<file path="config.mk">
export PLATFORM = sky130hd
export DESIGN_NAME = exc_entry_unit
export DESIGN_NICKNAME = d
export VERILOG_FILES = /design/src/rtl/exc_entry_pkg.sv /design/src/rtl/exc_entry_ctrl.sv /design/src/rtl/exc_entry_dp.sv /design/src/rtl/exc_entry_unit.sv
export SDC_FILE = /design/constraint.sdc
export NUM_CORES = 1
export LEC_CHECK = 0
export CAP_MARGIN = 20
export CORE_MARGIN = 1
export CORE_UTILIZATION = 46
export CTS_CLUSTER_SIZE = 40
export DETAILED_ROUTE_END_ITERATION = 10
export PLACE_DENSITY = 0.87
export SLEW_MARGIN = 10
export SYNTH_ARGS = -nofsm -noshare
export SYNTH_HDL_FRONTEND = slang
export SYNTH_SLANG_ARGS = --single-unit
</file>
<file path="constraint.sdc">
create_clock -name clk -period 7.8 [get_ports clk]
set_clock_uncertainty 0.1 [all_clocks]
set_input_delay 1.56 -clock clk [delete_from_list [all_inputs] [get_ports clk]]
set_output_delay 1.56 -clock clk [all_outputs]
set_load 0.02 [all_outputs]
</file>
<file path="src/rtl/exc_entry_pkg.sv">
package exc_entry_pkg;

  typedef enum logic [1:0] {VEC_GENERAL, VEC_BOOT, VEC_DEBUG} vecSel_e;
  typedef enum logic [1:0] {OFF_COMMON, OFF_IRQ, OFF_REFILL} offSel_e;
  typedef enum logic [1:0] {RET_NONE, RET_EPC, RET_ERR, RET_DBG} retSel_e;

  localparam int KindW   = 6;
  localparam int CodeW   = 5;
  localparam int DbgHitW = 6;

  localparam logic [CodeW-1:0] CODE_INT    = 5'd0;
  localparam logic [CodeW-1:0] CODE_TLBL   = 5'd2;
  localparam logic [CodeW-1:0] CODE_TLBS   = 5'd3;
  localparam logic [CodeW-1:0] CODE_CPU    = 5'd11;
  localparam logic [CodeW-1:0] CODE_THREAD = 5'd25;

  localparam logic [2:0] SPC_NMI    = 3'd0;
  localparam logic [2:0] SPC_SRESET = 3'd1;
  localparam logic [2:0] SPC_SSTEP  = 3'd2;
  localparam logic [2:0] SPC_DBGLO  = 3'd2;
  localparam int         DINT_BIT   = 1;

  typedef struct packed {
    logic               fire;
    retSel_e            retSel;
    logic               useDelay;
    logic               writeCode;
    logic [CodeW-1:0]   code;
    logic               writeBd;
    logic               bdVal;
    logic               writeCe;
    vecSel_e            vecSel;
    offSel_e            offSel;
    logic               setExl;
    logic               setErlBev;
    logic               setNmi;
    logic               setSr;
    logic               enterDebug;
    logic               leaveUser;
    logic [DbgHitW-1:0] dbgHit;
  } ctlStrobes_t;

endpackage

</file>
<file path="src/rtl/exc_entry_ctrl.sv">
module exc_entry_ctrl
  import exc_entry_pkg::*;
(
  input  logic             clk,
  input  logic             rstN,
  input  logic             excValid,
  input  logic [KindW-1:0] excKind,
  input  logic             inDelaySlot,
  input  logic             refillMiss,
  input  logic             statusExl,
  input  logic             causeIv,
  input  logic             inDebug,
  output ctlStrobes_t      ctl
);

  logic             isSpecial;
  logic [2:0]       spc;
  logic [CodeW-1:0] code;
  logic             dintPromote;
  logic             isBoot;
  logic             isRefillKind;
  logic [2:0]       dbgIdx;

  assign isSpecial    = excKind[KindW-1];
  assign spc          = excKind[2:0];
  assign code         = excKind[CodeW-1:0];
  assign dintPromote  = !isSpecial && (code == CODE_INT) && inDebug;
  assign isBoot       = isSpecial && (spc == SPC_NMI || spc == SPC_SRESET);
  assign isRefillKind = (code == CODE_TLBL) || (code == CODE_TLBS) || (code == CODE_THREAD);
  assign dbgIdx       = dintPromote ? 3'(DINT_BIT) : 3'(spc - SPC_DBGLO);

  always_comb begin
    ctl = '0;
    if (excValid) begin
      ctl.fire      = 1'b1;
      ctl.leaveUser = 1'b1;
      if (isSpecial || dintPromote) begin
        ctl.writeBd = !statusExl;
        ctl.bdVal   = 1'b0;
        if (isBoot) begin
          ctl.retSel    = RET_ERR;
          ctl.useDelay  = 1'b1;
          ctl.vecSel    = VEC_BOOT;
          ctl.setErlBev = 1'b1;
          ctl.setNmi    = (spc == SPC_NMI);
          ctl.setSr     = (spc == SPC_SRESET);
        end else begin
          ctl.retSel     = RET_DBG;
          ctl.useDelay   = !(isSpecial && spc == SPC_SSTEP);
          ctl.vecSel     = VEC_DEBUG;
          ctl.enterDebug = 1'b1;
          ctl.dbgHit     = DbgHitW'(1) << dbgIdx;
        end
      end else begin
        ctl.writeCode = 1'b1;
        ctl.code      = code;
        ctl.writeCe   = (code == CODE_CPU);
        ctl.vecSel    = VEC_GENERAL;
        if (code == CODE_INT && causeIv)
          ctl.offSel = OFF_IRQ;
        else if (isRefillKind && refillMiss && !statusExl)
          ctl.offSel = OFF_REFILL;
        else
          ctl.offSel = OFF_COMMON;
        if (!statusExl) begin
          ctl.retSel   = RET_EPC;
          ctl.useDelay = 1'b1;
          ctl.writeBd  = 1'b1;
          ctl.bdVal    = inDelaySlot;
          ctl.setExl   = 1'b1;
        end else begin
          ctl.leaveUser = 1'b0;
        end
      end
    end
  end


  exl_keep_chk: assert property (@(posedge clk) disable iff (!rstN)
    (excValid && statusExl) |-> (!ctl.setExl && ctl.retSel != RET_EPC));


  dint_route_chk: assert property (@(posedge clk) disable iff (!rstN)
    (excValid && dintPromote) |-> (!ctl.writeCode && ctl.vecSel == VEC_DEBUG));

endmodule

</file>
<file path="src/rtl/exc_entry_dp.sv">
module exc_entry_dp
  import exc_entry_pkg::*;
#(
  parameter int            PcW        = 32,
  parameter int            CauseW     = 32,
  parameter int            EbaseAlign = 10,
  parameter int            InstBytes  = 4,
  parameter logic [PcW-1:0] BevGenBase = 32'hBFC0_0200,
  parameter logic [PcW-1:0] BootVec    = 32'hBFC0_0000,
  parameter logic [PcW-1:0] DebugVec   = 32'hBFC0_0480,
  parameter logic [PcW-1:0] OffCommon  = 32'h180,
  parameter logic [PcW-1:0] OffIrq     = 32'h200,
  parameter logic [PcW-1:0] OffRefill  = 32'h000
) (
  input  logic               clk,
  input  logic               rstN,
  input  ctlStrobes_t        ctl,
  input  logic [PcW-1:0]     pc,
  input  logic               inDelaySlot,
  input  logic [1:0]         cpNum,
  input  logic               statusBev,
  input  logic [PcW-1:0]     ebase,
  output logic               redirect,
  output logic [PcW-1:0]     newPc,
  output logic [PcW-1:0]     epc,
  output logic [PcW-1:0]     errorEpc,
  output logic [PcW-1:0]     depc,
  output logic [CauseW-1:0]  cause,
  output logic               setExl,
  output logic               setErlBev,
  output logic               setNmi,
  output logic               setSr,
  output logic               enterDebug,
  output logic               leaveUser,
  output logic               clrDelaySlot,
  output logic [DbgHitW-1:0] dbgHit
);

  localparam int CodeLo = 2;
  localparam int CodeHi = CodeLo + CodeW - 1;
  localparam int BdBit  = CauseW - 1;
  localparam int CeLo   = CauseW - 4;
  localparam int CeHi   = CeLo + 1;

  logic [PcW-1:0] retAddr;
  logic [PcW-1:0] genBase;
  logic [PcW-1:0] offset;
  logic [PcW-1:0] target;

  assign retAddr = (ctl.useDelay && inDelaySlot) ? pc - PcW'(InstBytes) : pc;
  assign genBase = statusBev ? BevGenBase : {ebase[PcW-1:EbaseAlign], {EbaseAlign{1'b0}}};

  always_comb begin
    case (ctl.offSel)
      OFF_IRQ:    offset = OffIrq;
      OFF_REFILL: offset = OffRefill;
      default:    offset = OffCommon;
    endcase
    case (ctl.vecSel)
      VEC_BOOT:  target = BootVec;
      VEC_DEBUG: target = DebugVec;
      default:   target = genBase + offset;
    endcase
  end

  always_ff @(posedge clk) begin
    if (!rstN) begin
      redirect     <= 1'b0;
      newPc        <= '0;
      epc          <= '0;
      errorEpc     <= '0;
      depc         <= '0;
      cause        <= '0;
      setExl       <= 1'b0;
      setErlBev    <= 1'b0;
      setNmi       <= 1'b0;
      setSr        <= 1'b0;
      enterDebug   <= 1'b0;
      leaveUser    <= 1'b0;
      clrDelaySlot <= 1'b0;
      dbgHit       <= '0;
    end else begin
      redirect     <= ctl.fire;
      clrDelaySlot <= ctl.fire;
      setExl       <= ctl.setExl;
      setErlBev    <= ctl.setErlBev;
      setNmi       <= ctl.setNmi;
      setSr        <= ctl.setSr;
      enterDebug   <= ctl.enterDebug;
      leaveUser    <= ctl.leaveUser;
      dbgHit       <= ctl.dbgHit;
      if (ctl.fire) newPc <= target;
      case (ctl.retSel)
        RET_EPC: epc      <= retAddr;
        RET_ERR: errorEpc <= retAddr;
        RET_DBG: depc     <= retAddr;
        default: ;
      endcase
      if (ctl.writeCode) cause[CodeHi:CodeLo] <= ctl.code;
      if (ctl.writeBd)   cause[BdBit]         <= ctl.bdVal;
      if (ctl.writeCe)   cause[CeHi:CeLo]     <= cpNum;
    end
  end


  redirect_pulse_chk: assert property (@(posedge clk) disable iff (!rstN)
    !ctl.fire |=> (!redirect && !clrDelaySlot));


  epc_hold_chk: assert property (@(posedge clk) disable iff (!rstN)
    (ctl.fire && ctl.retSel != RET_EPC) |=> $stable(epc));


  ce_keep_chk: assert property (@(posedge clk) disable iff (!rstN)
    (ctl.fire && !ctl.writeCe) |=> $stable(cause[CeHi:CeLo]));


  boot_vec_chk: assert property (@(posedge clk) disable iff (!rstN)
    setErlBev |-> (newPc == BootVec && redirect));


  debug_vec_chk: assert property (@(posedge clk) disable iff (!rstN)
    enterDebug |-> (newPc == DebugVec && redirect));


  dbg_onehot_chk: assert property (@(posedge clk) disable iff (!rstN)
    $onehot0(dbgHit));

endmodule

</file>
<file path="src/rtl/exc_entry_unit.sv">
module exc_entry_unit
  import exc_entry_pkg::*;
(
  input  logic        clk,
  input  logic        rstN,
  input  logic        excValid,
  input  logic [5:0]  excKind,
  input  logic [31:0] pc,
  input  logic        inDelaySlot,
  input  logic        refillMiss,
  input  logic [1:0]  cpNum,
  input  logic        statusExl,
  input  logic        statusBev,
  input  logic        causeIv,
  input  logic [31:0] ebase,
  input  logic        inDebug,
  output logic        redirect,
  output logic [31:0] newPc,
  output logic [31:0] epc,
  output logic [31:0] errorEpc,
  output logic [31:0] depc,
  output logic [31:0] cause,
  output logic        setExl,
  output logic        setErlBev,
  output logic        setNmi,
  output logic        setSr,
  output logic        enterDebug,
  output logic        leaveUser,
  output logic        clrDelaySlot,
  output logic [5:0]  dbgHit
);

  ctlStrobes_t ctl;

  exc_entry_ctrl u_ctrl (
    .clk         (clk),
    .rstN        (rstN),
    .excValid    (excValid),
    .excKind     (excKind),
    .inDelaySlot (inDelaySlot),
    .refillMiss  (refillMiss),
    .statusExl   (statusExl),
    .causeIv     (causeIv),
    .inDebug     (inDebug),
    .ctl         (ctl)
  );

  exc_entry_dp u_dp (
    .clk          (clk),
    .rstN         (rstN),
    .ctl          (ctl),
    .pc           (pc),
    .inDelaySlot  (inDelaySlot),
    .cpNum        (cpNum),
    .statusBev    (statusBev),
    .ebase        (ebase),
    .redirect     (redirect),
    .newPc        (newPc),
    .epc          (epc),
    .errorEpc     (errorEpc),
    .depc         (depc),
    .cause        (cause),
    .setExl       (setExl),
    .setErlBev    (setErlBev),
    .setNmi       (setNmi),
    .setSr        (setSr),
    .enterDebug   (enterDebug),
    .leaveUser    (leaveUser),
    .clrDelaySlot (clrDelaySlot),
    .dbgHit       (dbgHit)
  );

endmodule

</file>
**Word level (Yosys, flattened, before mapping)**

Index checks and enable logic that the tools add are counted.

- Register bits after elaboration: 149
- Word-level logic and storage cells: 82
- Output and inout port bits: 174

- Bitwise gates (word level): 3
- Reductions and logical operators: 22
- Multiplexer cells: 25
- Shifts and indexed selects: 1
- Add/sub/neg operators: 3
- Equality and inequality tests: 13

Operators by type and width:

| cell | number |
|---|---|
| two-way mux 32 bit | 2 |
| one-hot mux 32 bit (2 select lines) | 1 |
| adder 32 x 10 -> 32 bit | 1 |
| subtractor 32 x 3 -> 32 bit (second input constant) | 1 |
| two-way mux 29 bit | 1 |
| one-hot mux 10 bit (2 select lines) | 1 |
| two-way mux 6 bit | 3 |
| two-way mux 2 bit | 8 |
| two-way mux 3 bit | 4 |
| == test 5 x 2 -> 1 bit (second input constant) | 2 |
| == test 2 bit (second input constant) | 4 |
| logical AND 1 bit | 8 |
| == test 2 x 1 -> 1 bit (second input constant) | 3 |
| << shifter 1 x 3 -> 6 bit (first input constant) | 1 |
| == test 5 x 4 -> 1 bit (second input constant) | 1 |
| == test 5 bit (second input constant) | 1 |
| zero test 5 bit | 1 |
| logical OR 1 bit | 4 |
| two-way mux 1 bit | 4 |
| two-way mux 4 bit | 1 |
| AND reduction 4 bit | 1 |
| OR reduction 4 bit | 1 |
| == test 3 x 1 -> 1 bit (second input constant) | 1 |
| == test 3 x 2 -> 1 bit (second input constant) | 1 |
| other kinds (7) | 11 |

**Longest topological paths before layout**

- Depth in word-level cells: 13
- Depth in mapped cells: 14
- Mapped depth without buffers: 11

**Hierarchy**

A second synthesis with hierarchy kept.

- Cell total of the unflattened synthesis: 770
- Area total of the unflattened synthesis: 6511.2 um^2

Modules (own cells, without submodules):

| module | cells an instance | area each (um^2) | times used |
|---|---|---|---|
| exc_entry_dp | 721 | 6203.4 | 1 |
| exc_entry_ctrl | 49 | 307.8 | 1 |

**Least setup slack after synthesis**

No wires, ideal clock.

- Kind: input -> register
- Start: input port excKind[1]
- End: register u_dp.newPc[30]
- Stages: 13
- Path slack: 2876 ps
- Data arrival time: 4707 ps
- Path through: buf_6 > or4_4 > o21ai_1 > nor2_1 > clkbuf_1 > nand4_1 > ha_1 > ha_1 > nand4_1 > or4_1 > nor4_1 > nor4_1 > a22o_1

- Longest elaborated chain between the ends: 13
- Elaborated cells between the ends (all ways): 29

RTL lines:

| item | line | RTL |
|---|---|---|
| start: declaration | exc_entry_unit.sv:7 | `input logic [5:0] excKind,` |
| == test 5 x 2 -> 1 bit | exc_entry_ctrl.sv:29 | `assign isRefillKind = (code == CODE_TLBL) \|\| (code == CODE_TLBS) \|\| (code == CODE_THREAD);` |
| logical OR 1 bit (2 in a row) | exc_entry_ctrl.sv:29 |  |
| logical AND 1 bit (2 in a row) | exc_entry_ctrl.sv:61 | `else if (isRefillKind && refillMiss && !statusExl)` |
| two-way mux 2 bit | exc_entry_ctrl.sv:61 |  |
| two-way mux 2 bit | exc_entry_ctrl.sv:59 | `if (code == CODE_INT && causeIv)` |
| two-way mux 3 bit | exc_entry_ctrl.sv:37 | `if (isSpecial \|\| dintPromote) begin` |
| two-way mux 29 bit (*) | exc_entry_ctrl.sv:34 | `if (excValid) begin` |
| == test 2 bit / == test 2 x 1 -> 1 bit (equally long branches) | exc_entry_dp.sv:54 | `case (ctl.offSel)` |
| one-hot mux 10 bit (2 select lines) | exc_entry_dp.sv:54 |  |
| adder 32 x 10 -> 32 bit | exc_entry_dp.sv:62 | `default: target = genBase + offset;` |
| one-hot mux 32 bit (2 select lines) (*) | exc_entry_dp.sv:59 | `case (ctl.vecSel)` |
| end signal: assignment | exc_entry_dp.sv:92 | `if (ctl.fire) newPc <= target;` |
| end: declaration | exc_entry_dp.sv:24 | `output logic [PcW-1:0] newPc,` |

Mark *: on every way between the ends. The rest lies on a longest branch, timed or not.
A chain may end at the register's enable or synchronous reset.

**Worst setup path in the final report**

- Start: input port excKind[0]
- End: register u_dp.newPc[29]

The elaborated chain is that of the path after synthesis.

==> out/qor.yml <==
overflow: 0
cap_violations: 0
synth_area_leaders: "dfxtp_1 46%, o21ai_0 7.0%, a21oi_1 6.9%"
die_h_um: 118
ys.flop_type: "dfxtp_1"
die_w_um: 118
final_cell_mix: "212 x clkdlybuf4s50_1, 142 x dfxtp_1, 86 x o21ai_0"
core_area_um2: 12800
drt_first_iter_violations: 399
grt_start_max_net_pins: 92
synth.top_cell.area_share_pct: 46.2
grt_busiest_layer: "met2"
gp_congestion: 0.911
post_cts_buffers: 0
fmax_mhz: 176
die-area_um2: 13900
swShare_pct: 28.6
grt_pass1_vias: 5557
ctsLongestPathBuffers: 2
finalCriticalPeriod_ns: 5.67
maxSlewViolCount: 0
crit_chain: "clkdlybuf4s50_1 > or4_4 > o21ai_1 > buf_4 > nor2_4 > buf_4 > nand4_1 > ha_1 > ha_1 > nand4_1 > or4_1 > nor3_1 > a2111oi_0 > a211oi_1"
num_vias: 5919
mostFrequentLayoutCell: "clkdlybuf4s50_1"
power_leakage_nw: 3.19
syn_inst: 707
clkLatencyLatePin_ns: 0.42
use_met2_pct: 42.0
cts_buffers: 17
placed_cells_incl_taps: 1049
finalCritPeriodShare_pct: 72.7
ir_worst_vdd_uv: 188
switching_power_mw: 0.517
slew_headroom_pct: 34.4
synth_edf_count: 0
path_class: "in2reg"
cpMaxStageDelayCell: "or4_4"
start_kind: "primary input"
synth-async-reset-ratio_pct: 0
ant_nets: 0
clk_pin_slew_worst_paths_ns: 0.06
worstPathRequired_ns: 8.04
vias_per_cell: 5.48
drc: 0
drive_gt1_share_pct: 7.15
cp.arrival_ns: 5.91
cts_hold_buffers: 0
rsz0062_at_grt: "no"
grt_use_met3_pct: 7.75
worstSetupEndpointType: "flip-flop"
antenna_found_initial: 0
hold_class: "reg2reg"
synth-seq-cells: 142
diodes: 0
hpwl_um: 12600
power.density_nw_per_um2: 206
rows: 41
cts-resized-gates: 0
synth_warnings: 0
tns_ns: 0
wl_um: 18200
firstDrtPassIters: 5
p_clk_share_pct: 42.1
yosysSeqAreaShare_pct: 46.2
setup_violations: 0
grt_usage_pct: 26.0
grt_pass1_wl_um: 28600
internal_power_mw: 1.29
p_comb_share_pct: 15.2
cts_tree: "done"
syn_avg_cell_area_um2: 8.71
avgRoutedWirePerCell_um: 16.9
status: "finished, final reports clean"
critPathMaxStageDelay_ns: 0.66
path_max_fanout: 63
clock_sinks: 142
io-pin-count: 255
worstMarginPinSlew_ns: 0.984
synth.distinct_cells: 59
grt_util_met1_pct: 31.8
finalHoldViolations: 0
num-nets-final: 981
port_buffers: 213
synthesis.area_um2: 6160
start_util_pct: 48.0
syn_to_final_growth_pct: 42.8
htree_num_levels: 4
seqPwrFrac_pct: 42.7
ctsRootBufferMaster: "clkbuf_16"
fin_cells: 1081
synth_area_leader_cell: "dfxtp_1"
==> worst max-delay path, delay by kind of cell <==
| kind | cells | cell delay, ns |
|---|---|---|
| fa+ha+maj | 2 | 0.34 |
| buf+inv | 3 | 1.16 |
| simple gates | 6 | 2.27 |
| compound gates | 3 | 0.56 |
==> cells by family after synthesis <==
| group | Yosys count | synth area share, % |
|---|---|---|
| AO/OA/AOI/OAI | 230 | 21.6 |
| XOR/XNOR | 36 | 5.12 |
| adder cells (fa/ha/maj) | 4 | 0.813 |
| buffers and inverters | 99 | 8.37 |
| flip-flops | 142 | 46.2 |
| multiplexers | 6 | 1.02 |
| other | 1 | 0.0609 |
| AND/OR/NAND/NOR | 189 | 16.8 |
==> power by group through the flow <==
stage / Sequential (mW) / Combinational (mW) / Clock, mW
final: 0.774 / 0.274 / 0.763
after CTS: 0.774 / 0.274 / 0.768
after global routing: 0.777 / 0.292 / 0.800
after floorplan: 0.827 / 0.112 / 0
after detailed placement: 0.789 / 0.272 / 0
after global placement: 0.788 / 0.269 / 0
==> cell usage after synthesis, drive strengths merged (4+ instances only) <==
cell type    n
nor2        43
xor2         5
or4          4
nor3        29
nand3b       4
nand4        6
xnor2       31
nor4        27
a211oi       5
a22oi       11
nand2b       6
a31oi        7
mux2i        4
ha           4
inv         16
nand3       12
clkbuf      42
buf         40
a21oi       85
nand2       34
and3         4
or2          5
or3          4
dfxtp      142
o2bb2ai     11
o21ai       89
==> final timing paths <==
check | from | to | slack [ns] | cells past startpoint
hold / removal | u_dp.errorEpc[22]$_SDFFE_PN0N_ | u_dp.errorEpc[22]$_SDFFE_PN0N_ | 0.36 | 2
setup reg to reg | u_dp.newPc[7]$_SDFFE_PN0P_ | u_dp.newPc[7]$_SDFFE_PN0P_ | 6.92 | 2
setup / recovery | excKind[0] | u_dp.newPc[29]$_SDFFE_PN0P_ | 2.13 | 14
hold reg to reg | u_dp.errorEpc[22]$_SDFFE_PN0N_ | u_dp.errorEpc[22]$_SDFFE_PN0N_ | 0.36 | 2
==> per-layer routing <==
layer / part of all wire [%] / vias up
met1: 43 / 2759
met3: 7.1 / 43
met5: 0 / -
met4: 3.3 / 0
met2: 47 / 249
li1: - / 2868
==> final cells by class <==
| class | count | area, µm² |
|---|---|---|
| clock buffers | 17 | 425 |
| clock inverters | 15 | 126 |
| fillers | 1009 | 4030 |
| inverters | 17 | 63.8 |
| multi-input cells | 496 | 2930 |
| flip-flops and latches | 142 | 2840 |
| well taps | 172 | 215 |
| repair buffers | 222 | 2190 |
==> state kept, by name (all words and copies together) (netlist names) <==
signal,flops
u_dp.cause,8
u_dp.clrDelaySlot,1
u_dp.dbgHit,6
u_dp.depc,32
u_dp.enterDebug,1
u_dp.epc,32
u_dp.errorEpc,32
u_dp.leaveUser,1
u_dp.newPc,25
u_dp.setErlBev,1
u_dp.setExl,1
u_dp.setNmi,1
u_dp.setSr,1
==> metrics by stage <==
step / setup slack, ns / instance area (µm²) / power [mW] / hold WS [ns] / utilization, %
finish: 2.13 / 8790 / 1.81 / 0.362 / 68.6
global route: 1.76 / 8790 / 1.87 / 0.385 / 68.6
CTS: 2.15 / 8790 / 1.82 / 0.361 / 68.6
detailed placement: 1.75 / 8240 / 1.06 / 0.349 / 64.3
global placement: 1.83 / 8230 / 1.06 / 0.341 / 64.2
floorplan: 2.88 / 6270 / 0.939 / 0.434 / -
Power figures use the tool's default switching activity.
